==> config.mk <==
export PLATFORM = sky130hd
export DESIGN_NAME = dual_mac16
export DESIGN_NICKNAME = d
export VERILOG_FILES = /design/src/rtl/dual_mac16.sv
export SDC_FILE = /design/constraint.sdc
export NUM_CORES = 2
export LEC_CHECK = 0
export ABC_AREA = 1
export BUFFER_PORTS_ARGS = -buffer_cell sky130_fd_sc_hd__buf_2
export CAP_MARGIN = 15
export CORE_MARGIN = 3
export CORE_UTILIZATION = 54
export CTS_CLUSTER_DIAMETER = 30
export DETAILED_ROUTE_END_ITERATION = 16
export PLACE_DENSITY = 0.72
export SLEW_MARGIN = 30
export SYNTH_ARGS = -nofsm -noshare
export SYNTH_HDL_FRONTEND = slang
export SYNTH_SLANG_ARGS = --single-unit
export TNS_END_PERCENT = 30
==> constraint.sdc <==
create_clock -name clk -period 14.5 [get_ports clk]
set_clock_uncertainty 0.2 [all_clocks]
set_input_delay 0.725 -clock clk [delete_from_list [all_inputs] [get_ports clk]]
set_output_delay 0.725 -clock clk [all_outputs]
set_load 0.05 [all_outputs]
==> src/rtl/dual_mac16.sv <==
module dual_mac16 #(
  parameter int HW = 16
) (
  input  logic            clk,
  input  logic            rst_n,
  input  logic            valid_i,
  input  logic            swap_i,
  input  logic            sub_i,
  input  logic            acc_en_i,
  input  logic [2*HW-1:0] op_a_i,
  input  logic [2*HW-1:0] op_b_i,
  input  logic [2*HW-1:0] acc_i,
  input  logic            q_clr_i,
  output logic [2*HW-1:0] result_o,
  output logic            q_o
);
  localparam int W  = 2 * HW;
  localparam int SW = W + 2;

  logic signed [HW-1:0] a_lo, a_hi, b_lo, b_hi;
  logic signed [W-1:0]  p_lo, p_hi;
  logic signed [SW-1:0] e_lo, e_hi, e_acc, sum;
  logic                 ovf;

  assign a_lo = op_a_i[HW-1:0];
  assign a_hi = op_a_i[W-1:HW];
  assign b_lo = swap_i ? op_b_i[W-1:HW] : op_b_i[HW-1:0];
  assign b_hi = swap_i ? op_b_i[HW-1:0] : op_b_i[W-1:HW];

  assign p_lo = W'(a_lo) * W'(b_lo);
  assign p_hi = W'(a_hi) * W'(b_hi);

  assign e_lo  = {{(SW-W){p_lo[W-1]}}, p_lo};
  assign e_hi  = {{(SW-W){p_hi[W-1]}}, p_hi};
  assign e_acc = acc_en_i ? {{(SW-W){acc_i[W-1]}}, acc_i} : '0;

  assign sum = e_lo + (sub_i ? -e_hi : e_hi) + e_acc;

  // overflow when the bits above the result are not all copies of its sign
  assign ovf = (|sum[SW-1:W-1]) & ~(&sum[SW-1:W-1]);

  always_ff @(posedge clk) begin
    if (!rst_n) begin
      result_o <= '0;
      q_o      <= 1'b0;
    end else begin
      if (valid_i) result_o <= sum[W-1:0];
      q_o <= (q_o & ~q_clr_i) | (valid_i & ovf);
    end
  end

  assert_q_sticky_R8: assert property (@(posedge clk) disable iff (!rst_n)
    (q_o && !q_clr_i) |=> q_o);

  assert_clear_R9: assert property (@(posedge clk) disable iff (!rst_n)
    (q_clr_i && !valid_i) |=> !q_o);

  assert_hold_R10: assert property (@(posedge clk) disable iff (!rst_n)
    !valid_i |=> $stable(result_o));

  assert_sub_no_q_R6: assert property (@(posedge clk) disable iff (!rst_n)
    (valid_i && sub_i && !acc_en_i && q_clr_i) |=> !q_o);

  assert_q_rise_R6: assert property (@(posedge clk) disable iff (!rst_n)
    $rose(q_o) |-> $past(valid_i));

  assert_noacc_ignored_R4: assert property (@(posedge clk) disable iff (!rst_n)
    (valid_i && !acc_en_i && !sub_i && q_clr_i &&
     op_a_i[HW-1:0] == '0 && op_a_i[W-1:HW] == '0) |=> (result_o == '0 && !q_o));
endmodule

==> impl_metrics.yaml <==
layout:
  area_growth_pct: 5.930
  postLayoutCellArea_um2: 26620
  final_cells: 3962
  seq_area_um2: 660.6
  finalNetCount: 4246
  drive_above_1_share_pct: 6.070
  multiInputGateArea_um2: 20570
  fill_cells: 4337
logic_synthesis:
  synthCells: 3270
  synth_compound_gate_area_share_pct: 3.545
  synth_top_family_by_area: "adder cells"
  synth_top_area_cell: "fa_1"
  yosysTopAreaCellShare_pct: 47.72
  yosys-top-cells-count: "inv_1 (949), nand2_1 (680), fa_1 (599)"
  synth_edf_count: 0
  avgSynthCellArea_um2: 7.684
  synth_fa_ha_area_share_pct: 56.88
  syn_area_um2: 25130
  synth.distinct_cells: 43
  synthSimpleGateAreaFrac_pct: 18.72
  synth_area_leaders: "fa_1 (48%), inv_1 (14%), nand2_1 (10%), ha_1 (9.2%), nor2_1 (5.6%)"
  synth_warnings: 0
  synthMuxAreaShare_pct: 0
  synth-seq-cells: 33
  ys.flop_type: "dfxtp_1"
  synth_most_common_cell: "inv_1"
  yosys.area_share.xor_xnor_pct: 2.709
  yosysSeqAreaShare_pct: 2.629
  async_reset_ff_share_pct: 0
  syn_nets: 4156
placement:
  hpwl_um: 60190
  portBuffers: 135
  gp_congestion: 0.9580
  placed_cells: 3953
  postPlaceCellArea_um2: 26440
cts:
  cts_hold_buf: 0
  clkTransAtPathRegs_ns: 0.07
  clock-sinks: 33
  cts_setup_buffers: 0
  htreeDepth: 2
  cts-root-buf: "clkbuf_16"
  tritoncts: "built"
  post_cts_resized: 0
  cts_buffers: 5
  insertion_delay_ns: 0.29
  clockBufferDepth: 2
worst_hold_path:
  min_from: "result_o[30]$_SDFFE_PN0P_"
  hp-class: "register to register"
grt:
  grt_max_degree: 37
  grt_pass1_vias: 21340
  grt_pass1_wl_um: 113800
  grt.total_usage_pct: 29.33
  gr-total-overflow: 0
  antenna_found_initial: 1
sta:
  hold_violations: 0
  fmax_ghz: 0.07705
  holdWs_ns: 0.2905
  relSlewSlack_pct: 29.83
  drv_slew: 0
  rsz0062_at_grt: "no"
  finalCritPeriodShare_pct: 89.51
  fin_setup_tns_ns: 0
  worst_pin_slew_ns: 1.042
  period_minus_slack_ns: 12.98
  setup_viol: 0
die:
  ios: 136
  start_util_pct: 55.02
  dieArea_um2: 49160
  core_area_um2: 45670
  die_w_um: 221.7
  num_rows: 78
  die_h_um: 221.7
setup_path:
  worstSetupStartpoint: "swap_i"
  reg2reg_from: "result_o[29]$_SDFFE_PN0P_"
  endpoint_kind: "register"
  crit_slowest_cell: "inv_1"
  start_kind: "primary input"
  crit_arrival_ns: 12.99
  crit_family: "adder cells"
  crit_fanout: 32
  max_stage_delay_ns: 0.66
  critPathBufInv: 12
  crit_required_ns: 14.52
  critPathKind: "primary input to register"
routing:
  drt-pass1-iter-count: 5
  vias: 20610
  vias_per_cell: 5.201
  totalWireLength_um: 69150
  drtIter0Drc: 1722
  wire_per_inst_um: 17.45
  drc: 0
  antenna_left: 0
flow_run:
  drv_cap: 0
outcome:
  status: "completed"
## state kept, by name, summed over array words and instances (netlist names)
signal    count
q_o           1
result_o     32
## placed cells by master, fill, tap and decap left out, types with 10 or more instances in the layout
cell type  count
a21oi_1       62
buf_2        135
buf_4         23
clkinv_1      12
dfxtp_1       33
fa_1         599
ha_1         184
inv_1        948
nand2_1      680
nand3_1       47
nand4_1       21
nor2_1       377
nor3_1        10
o21ai_0       54
o21ai_1       17
xnor2_1       25
xor2_1        49
## per-stage QoR
stage               setup WS (ns)  utilization [%]
detailed placement          1.390            57.90
global route               0.6479            58.27
CTS                         1.695            58.27
finish                      1.521            58.28
global placement            1.346            57.90
floorplan                   3.012                -
## tightest hold or removal path, cell delays in order (launching register included)
cell	delay [ns]
dfxtp_1	0.34
o211ai_1	0.08
inv_1	0.05
## final timing paths
kind	slack (ns)	endpoint	depth (start not counted)
max reg2reg	13.41	result_o[29]$_SDFFE_PN0P_	4
min reg2reg	0.29	result_o[30]$_SDFFE_PN0P_	2
max	1.52	q_o$_SDFF_PN0_	53
min	0.29	result_o[30]$_SDFFE_PN0P_	2
## cells by family (layout without fill, tap and decap cells)
group	Yosys count	count (layout)
DFF	33	33
other	0	1
xor gates and xnor gates	76	76
adders and majority gates	783	783
buffers and inverters	1038	1129
and+or+nand+nor	1178	1178
AOI/OAI and AO/OA	162	162
## layer usage
metal | share of wire (%) | GRT usage, %
met5 | 0 | 0
met4 | 3.0 | 7.554
met3 | 11 | 7.083
met2 | 44 | 45.47
met1 | 42 | 41.80
## area by class of cell
cell class / instances / share of cell area, %
clock inverter: 3 / 0.1739
multi-input combinational: 2199 / 77.28
inverter: 963 / 13.58
sequential: 33 / 2.482
clock buffer: 5 / 0.4701
tap: 600 / 2.820
antenna: 1 / 0.009401
timing repair buffer: 158 / 3.187
Power is left out: the tool's default activity adds up to more than one toggle a clock period on the data nets, which glitch-free logic cannot reach.
